## src/rtl/rti_pkg.sv

```systemverilog
package rti_pkg;

    localparam int EXP_W  = 4;
    localparam int MOD_W  = 4;
    localparam int RATE_W = EXP_W + MOD_W;

    typedef struct packed {
        logic [EXP_W-1:0] expo;
        logic [MOD_W-1:0] modv;
    } rate_t;

    typedef enum logic {
        SRC_IRC = 1'b0,
        SRC_OSC = 1'b1
    } src_e;

    // Width of the prescaler so that the largest exponent still fits.
    function automatic int pre_width(input int base_shift);
        return base_shift + (1 << EXP_W) - 1;
    endfunction

    function automatic logic rate_active(input rate_t r);
        return r.expo != '0;
    endfunction

endpackage

```

## src/rtl/rti_tick_sel.sv

```systemverilog
module rti_tick_sel
    import rti_pkg::*;
(
    input  logic clk,
    input  logic rst,
    input  logic irc_tick,
    input  logic osc_tick,
    input  src_e src,
    input  logic stop_mode,
    input  logic pseudo_stop,
    input  logic osc_pstop_run,
    output logic count_en
);

    logic tick_raw;
    logic run_ok;

    always_comb begin
        tick_raw = (src == SRC_OSC) ? osc_tick : irc_tick;
        run_ok   = !stop_mode || (pseudo_stop && (src == SRC_OSC) && osc_pstop_run);
        count_en = tick_raw && run_ok;
    end

    assert_full_stop_halts_R4: assert property (@(posedge clk) disable iff (rst)
        (stop_mode && !pseudo_stop) |-> !count_en);

    assert_pseudo_irc_halts_R5: assert property (@(posedge clk) disable iff (rst)
        (stop_mode && src == SRC_IRC) |-> !count_en);

endmodule

```

## src/rtl/rti_prescaler.sv

```systemverilog
module rti_prescaler
    import rti_pkg::*;
#(
    parameter int BASE_SHIFT = 10,
    localparam int PW = pre_width(BASE_SHIFT)
) (
    input  logic             clk,
    input  logic             rst,
    input  logic             restart,
    input  logic             count_en,
    input  logic [EXP_W-1:0] expo,
    output logic             pulse
);

    logic [PW-1:0] cnt;
    logic [PW-1:0] mask;
    logic          active;

    always_comb begin
        active = (expo != '0);
        // (1 << PW) wraps to zero in PW bits, giving an all-ones mask.
        mask   = (PW'(1) << (int'(expo) + BASE_SHIFT)) - PW'(1);
        pulse  = active && count_en && !restart && ((cnt & mask) == mask);
    end

    always_ff @(posedge clk) begin
        if (rst || restart) begin
            cnt <= '0;
        end else if (count_en && active) begin
            cnt <= cnt + PW'(1);
        end
    end

    assert_restart_clears_R7: assert property (@(posedge clk) disable iff (rst)
        restart |=> (cnt == '0));

    assert_frozen_hold_R4: assert property (@(posedge clk) disable iff (rst)
        (!count_en && !restart) |=> $stable(cnt));

    assert_zero_exp_idle_R10: assert property (@(posedge clk) disable iff (rst)
        (expo == '0) |-> !pulse);

endmodule

```

## src/rtl/rti_modulus.sv

```systemverilog
module rti_modulus
    import rti_pkg::*;
(
    input  logic             clk,
    input  logic             rst,
    input  logic             restart,
    input  logic             pre_pulse,
    input  logic [MOD_W-1:0] modv,
    output logic             expire
);

    logic [MOD_W-1:0] cnt;

    always_comb begin
        expire = pre_pulse && (cnt == modv);
    end

    always_ff @(posedge clk) begin
        if (rst || restart) begin
            cnt <= '0;
        end else if (pre_pulse) begin
            cnt <= expire ? '0 : cnt + MOD_W'(1);
        end
    end

    assert_cnt_in_range_R2: assert property (@(posedge clk) disable iff (rst)
        cnt <= modv);

    assert_expiry_wraps_R3: assert property (@(posedge clk) disable iff (rst)
        (expire && !restart) |=> (cnt == '0));

endmodule

```

## src/rtl/rti_flag.sv

```systemverilog
module rti_flag (
    input  logic clk,
    input  logic rst,
    input  logic expire,
    input  logic clr_we,
    input  logic clr_wdata,
    input  logic irq_en,
    output logic flag,
    output logic irq
);

    logic clr_hit;

    always_comb begin
        clr_hit = clr_we && clr_wdata;
        irq     = irq_en && flag;
    end

    always_ff @(posedge clk) begin
        if (rst) begin
            flag <= 1'b0;
        end else if (expire) begin
            flag <= 1'b1;
        end else if (clr_hit) begin
            flag <= 1'b0;
        end
    end

    assert_expiry_wins_R9: assert property (@(posedge clk) disable iff (rst)
        expire |=> flag);

    assert_sticky_R8: assert property (@(posedge clk) disable iff (rst)
        (flag && !clr_hit) |=> flag);

    assert_clear_works_R8: assert property (@(posedge clk) disable iff (rst)
        (clr_hit && !expire) |=> !flag);

    assert_irq_needs_flag_R6: assert property (@(posedge clk) disable iff (rst)
        irq |-> (flag && irq_en));

endmodule

```

## src/rtl/rti_timer.sv

```systemverilog
module rti_timer
    import rti_pkg::*;
#(
    parameter int BASE_SHIFT = 10
) (
    input  logic              clk,
    input  logic              rst,
    input  logic              irc_tick,
    input  logic              osc_tick,
    input  logic              osc_sel,
    input  logic              stop_mode,
    input  logic              pseudo_stop,
    input  logic              osc_pstop_run,
    input  logic              rate_we,
    input  logic [RATE_W-1:0] rate_wdata,
    input  logic              irq_en,
    input  logic              clr_we,
    input  logic              clr_wdata,
    output logic              flag,
    output logic              irq
);

    rate_t rate_q;
    src_e  src;
    logic  count_en;
    logic  pre_pulse;
    logic  expire;

    always_ff @(posedge clk) begin
        if (rst) begin
            rate_q <= '0;
        end else if (rate_we) begin
            rate_q <= rate_t'(rate_wdata);
        end
    end

    always_comb begin
        src = osc_sel ? SRC_OSC : SRC_IRC;
    end

    rti_tick_sel u_sel (
        .clk           (clk),
        .rst           (rst),
        .irc_tick      (irc_tick),
        .osc_tick      (osc_tick),
        .src           (src),
        .stop_mode     (stop_mode),
        .pseudo_stop   (pseudo_stop),
        .osc_pstop_run (osc_pstop_run),
        .count_en      (count_en)
    );

    rti_prescaler #(.BASE_SHIFT(BASE_SHIFT)) u_pre (
        .clk      (clk),
        .rst      (rst),
        .restart  (rate_we),
        .count_en (count_en),
        .expo     (rate_q.expo),
        .pulse    (pre_pulse)
    );

    rti_modulus u_mod (
        .clk       (clk),
        .rst       (rst),
        .restart   (rate_we),
        .pre_pulse (pre_pulse),
        .modv      (rate_q.modv),
        .expire    (expire)
    );

    rti_flag u_flag (
        .clk       (clk),
        .rst       (rst),
        .expire    (expire),
        .clr_we    (clr_we),
        .clr_wdata (clr_wdata),
        .irq_en    (irq_en),
        .flag      (flag),
        .irq       (irq)
    );

    assert_disabled_after_reset_R10: assert property (@(posedge clk) disable iff (rst)
        (!rate_active(rate_q) && !rate_we) |=> !expire);

    assert_write_no_expiry_R7: assert property (@(posedge clk) disable iff (rst)
        rate_we |-> !expire);

endmodule

```

## config.mk

```make
export PLATFORM = sky130hd
export DESIGN_NAME = rti_timer
export DESIGN_NICKNAME = d
export VERILOG_FILES = /design/src/rtl/rti_pkg.sv /design/src/rtl/rti_tick_sel.sv /design/src/rtl/rti_prescaler.sv /design/src/rtl/rti_modulus.sv /design/src/rtl/rti_flag.sv /design/src/rtl/rti_timer.sv
export SDC_FILE = /design/constraint.sdc
export NUM_CORES = 1
export LEC_CHECK = 0
export ABC_AREA = 1
export BUFFER_PORTS_ARGS = -buffer_cell sky130_fd_sc_hd__buf_2
export CORE_ASPECT_RATIO = 0.8
export CORE_UTILIZATION = 59
export CTS_CLUSTER_SIZE = 28
export DETAILED_ROUTE_END_ITERATION = 8
export PLACE_DENSITY = 0.85
export SLEW_MARGIN = 20
export SYNTH_ARGS = -nofsm -noshare
export SYNTH_HDL_FRONTEND = slang
export SYNTH_SLANG_ARGS = --single-unit
```

## constraint.sdc

```tcl
create_clock -name clk -period 5.8 [get_ports clk]
set_input_delay 0.87 -clock clk [delete_from_list [all_inputs] [get_ports clk]]
set_output_delay 0.87 -clock clk [all_outputs]
set_load 0.03 [all_outputs]
```

; ---- Yosys cells after proc, flatten, opt, wreduce, memory -nomap -nowiden
; Cells that the tools add are included.
[totals]
ff_bits = 38
in_bits = 20
word_cells = 33
[op_classes]
n_addsub = 4
n_eq_ne = 2
n_shift = 1
mux = 5
bitwise = 1
reduce_logical = 15
[ops]
columns = op, count
row1 = "1-bit by 32-bit left shift with 25-bit output, first input constant", 1
row2 = "25-bit by 1-bit adder with 25-bit output, second input constant", 1
row3 = 25-bit AND, 1
row4 = 25-bit equality test, 1
row5 = "25-bit by 2-bit subtractor with 25-bit output, second input constant", 1
row6 = 1-bit logical AND, 9
row7 = "4-bit by 4-bit adder with 5-bit output, second input constant", 1
row8 = "4-bit by 1-bit adder with 4-bit output, second input constant", 1
row9 = 4-bit equality test, 1
row10 = 1-bit two-way mux, 4
row11 = 4-bit two-way mux, 1
row12 = 4-bit nonzero test, 1
row13 = 1-bit logical NOT, 2
row14 = 1-bit logical OR, 2
row15 = 2-bit nonzero test, 1

; ---- Longest topological paths before layout
[depth]
word_depth = 10
ltp_mapped = 21

; ---- Hierarchy
; A second synthesis with hierarchy kept.
[hier_totals]
hier_cells = 461
area_unflattened_um2 = 2791.4
[modules_own_cells]
columns = module, instances, cells_each, area_each_um2
row1 = rti_prescaler, 1, 350, 2079.5
row2 = rti_timer, 1, 51, 341.6
row3 = rti_modulus, 1, 45, 291.5
row4 = rti_flag, 1, 7, 47.5
row5 = rti_tick_sel, 1, 8, 31.3

; ---- Worst setup path before layout
; No wires, ideal clock.
[synth_timing]
kind = register -> register
start = register rate_q[6] in the netlist's numbering
end = register u_mod.cnt[2]
arrival_time_ns = 2.561
required_ns = 5.681
setup_slack_ns = 3.121
path_stages_with_launch = 20
n_path_buf = 0
path_cell_list = dfxtp_1 -> ha_1 -> inv_2 -> nand3_1 -> nor2_1 -> nand2_1 -> ha_1 -> o21ai_0 -> nor3_1 -> nand2_1 -> nor2_1 -> nand2_1 -> nor2_1 -> nand3_1 -> nor2_1 -> nand2_1 -> inv_2 -> nand3_4 -> o21ai_2 -> nor2_1
[synth_via]
elab_chain_cells = 8
elab_cells_between_ends = 11
[synth_lines]
columns = element, line_no
row1 = "start, declared", rti_timer.sv:23  ; rate_t rate_q;
row2 = "start signal, assigned", rti_timer.sv:33  ; rate_q <= rate_t'(rate_wdata);
row3 = 4-bit by 4-bit adder with 5-bit output, rti_prescaler.sv:22  ; mask = (PW'(1) << (int'(expo) + BASE_SHIFT)) - PW'(1);
row4 = 1-bit by 32-bit left shift with 25-bit output, rti_prescaler.sv:22
row5 = 25-bit by 2-bit subtractor with 25-bit output, rti_prescaler.sv:22
row6 = 25-bit AND, rti_prescaler.sv:23  ; pulse = active && count_en && !restart && ((cnt & mask) == mask);
row7 = 25-bit equality test, rti_prescaler.sv:23
row8 = 1-bit logical AND *, rti_prescaler.sv:23
row9 = 1-bit logical AND, rti_modulus.sv:15  ; expire = pre_pulse && (cnt == modv);
row10 = 4-bit two-way mux, rti_modulus.sv:22  ; cnt <= expire ? '0 : cnt + MOD_W'(1);
row11 = "end signal, assigned", rti_modulus.sv:22
row12 = "end, declared", rti_modulus.sv:12  ; logic [MOD_W-1:0] cnt;
; Mark *: on every way between the ends. The rest lies on a longest branch, timed or not.
; A chain may end at the register's enable or synchronous reset.

; ---- Worst setup path after layout
[layout_timing]
start = register rate_q[5] in the netlist's numbering
end = register u_mod.cnt[2]
; Same word-level chain as after synthesis.

==> impl_metrics.json <==
{
  "status": "completed",
  "postCtsSetupBuffers": 0,
  "area_growth_pct": 9.11,
  "grt_max_degree": 21,
  "viasPerCell": 5.69,
  "cts_buffer_depth": 2,
  "rows": 22,
  "seq_area_frac_synth_pct": 27.0,
  "hp-class": "register to register",
  "drt-wirelength-per-cell_um": 13.4,
  "setup_viol": 0,
  "finalSetupTns_ps": 0,
  "fp.dieW_um": 79.2,
  "grt_first_pass_wirelength_um": 11600,
  "grt-ovfl-total": 0,
  "holdBufCountCts": 0,
  "r2r_cells": 19,
  "path_clk_slew_ps": 80,
  "drive_gt1_share_pct": 14.8,
  "drv_slew": 0,
  "grt_pass1_vias": 2620,
  "synth_edf_count": 0,
  "drv_cap": 0,
  "firstDrtPassIters": 6,
  "synth_top_area_share_pct": 27.0,
  "met3_length_um": 615,
  "synth_top_area_cell": "dfxtp_1",
  "drt_wl_total_um": 7060,
  "drc": 0,
  "crit_fanout": 9,
  "wl_met2_um": 2970,
  "io_pins": 22,
  "p_total_w": 0.000674,
  "wl_met1_um": 3310,
  "fin_crit_sh_pct": 55.3,
  "critPathRequiredTime_ps": 5990,
  "reg2reg_slack_ps": 2590,
  "synthTopCellsByArea": "dfxtp_1 (27%), nand2_1 (12%), nand3_1 (9.2%)",
  "antenna_left": 0,
  "antenna_found_initial": 0,
  "hold_violations": 0,
  "die-area_um2": 5050,
  "place_congestion": 1.02,
  "ys_types": 38,
  "io_buffers": 21,
  "cts_resized": 0,
  "fillers": 397,
  "top_layer": "met4",
  "p_leak_nw": 1.34,
  "cts_num_sinks": 38,
  "core_um2": 4600,
  "syn_area_um2": 2820,
  "powerDensity_nw_per_um2": 219,
  "min_period_ps": 3210,
  "placed_area_um2": 2930,
  "dpl_worst_slack_ps": 2670,
  "arrival_ps": 3400,
  "h-tree-depth": 2,
  "maxSlewHeadroom_pct": 33.2,
  "synth_ff_type": "dfxtp_1",
  "gr-usage-all-layers_pct": 29.1,
  "async_flop_share_pct": 0,
  "dpl.hpwl_um": 5340,
  "final_nets": 490,
  "syn_avg_cell_area_um2": 6.33,
  "final_common_cell": "nand2_1",
  "start_kind": "register",
  "yosys_warnings": 0,
  "skew_ps": 5.10,
  "finalWorstSetupSlack_ps": 2590,
  "rsz0062_at_grt": "no",
  "syn_nets": 469,
  "numCtsBuffers": 5,
  "finalInstanceArea_um2": 3070,
  "dr_total_vias": 2997,
  "die_h_um": 63.8,
  "irDropWorstVdd_mv": 0.132,
  "drtIter0Drc": 347,
  "n_antenna_cell": 0,
  "cts_root_buf": "clkbuf_8",
  "cts_tree": "yes",
  "ys_seq_elements": 38,
  "fmax_ghz": 0.312,
  "final_cell_mix": "nand2_1 (88), nor2_1 (59), inv_1 (56)",
  "synthCells": 445,
  "critPathCaptureType": "register",
  "min_path_cells": 2,
  "start_util_pct": 61.2,
  "insertion_delay_ps": 300,
  "worst_pin_slew_ps": 989,
  "crit_type": "register to register"
}
cells in the mapped netlist (2+ instances only):
master    number
nor3_1         7
xnor2_1        3
nor2_4         5
nand2_2        9
inv_1         56
xor2_1         3
nand3b_1       5
buf_6          5
nor2_2         6
inv_2          5
o21a_1         3
dfxtp_1       38
nor3_2         3
nor2_1        59
o21ai_0       25
nand4_1       17
a21oi_1       28
nand3_1       52
clkbuf_1       2
nor4_1         3
ha_1           4
nand2_1       88
nand3_2        3
a41oi_1        2
final cells by class:
class | count | area [um2] | area share, %
multi-input cells | 336 | 1750 | 56.9
flip-flops and latches | 38 | 761 | 24.8
inverters | 63 | 238 | 7.74
repair buffers | 22 | 113 | 3.67
well taps | 60 | 75.1 | 2.44
clock buffers | 5 | 68.8 | 2.24
clock inverters | 3 | 68.8 | 2.24
per-stage QoR:
step                util (%)  hold WS (ps)  instances
floorplan                  -           448        445
global placement        63.8           463        519
detailed placement      63.8           468        519
CTS                     66.8           481        527
global route            66.8           534        527
finish                  66.8           486        527
worst max-delay path, stage by stage, from the launching register on:
cell     delay, ps
dfxtp_1        540
ha_1           360
inv_2          140
nand3_1        150
nor2_1         230
nand2_1        130
ha_1           310
o21ai_0         70
nor3_1         180
nand2_1         70
nor2_1          90
nand2_1         50
nor2_1          80
nand3_1         70
nor2_1         100
nand2_1         70
inv_2          100
nand3_4        110
o21ai_2        200
nor2_1          70
power by group:
group / switching [W] / leakage (nW) / internal (W)
Sequential: 0.00000615 / 0.308 / 0.000265
Combinational: 0.0000857 / 0.967 / 0.0000413
Clock: 0.000103 / 0.0683 / 0.000172
Total: 0.000195 / 1.34 / 0.000479
routing by layer:
layer	global-route usage (%)	vias to the layer above
li1	-	1509
met1	41.8	1314
met2	43.6	151
met3	5.00	23
met4	10.0	0
met5	0	-
state kept, by name, summed over array words and instances (netlist names):
register / cells
u_mod.cnt: 4
u_pre.cnt: 25
rate_q: 8
u_flag.flag: 1
cells by family after synthesis:
logic type                 Yosys count  share of synthesized area [%]
adders and majority gates            4                           1.78
DFF                                 38                           27.0
and+or+nand+nor                    262                           45.6
AOI/OAI and AO/OA                   64                           12.8
buffers and inverters               71                           10.9
xor gates and xnor gates             6                           1.87
path summary, 6_finish.rpt:
path | startpoint | end
max reg2reg | rate_q[5] | u_mod.cnt[2]
max | rate_q[5] | u_mod.cnt[2]
min | rate_q[1] | rate_q[1]
min reg2reg | rate_q[1] | rate_q[1]
(Power assumes the default switching activity.)
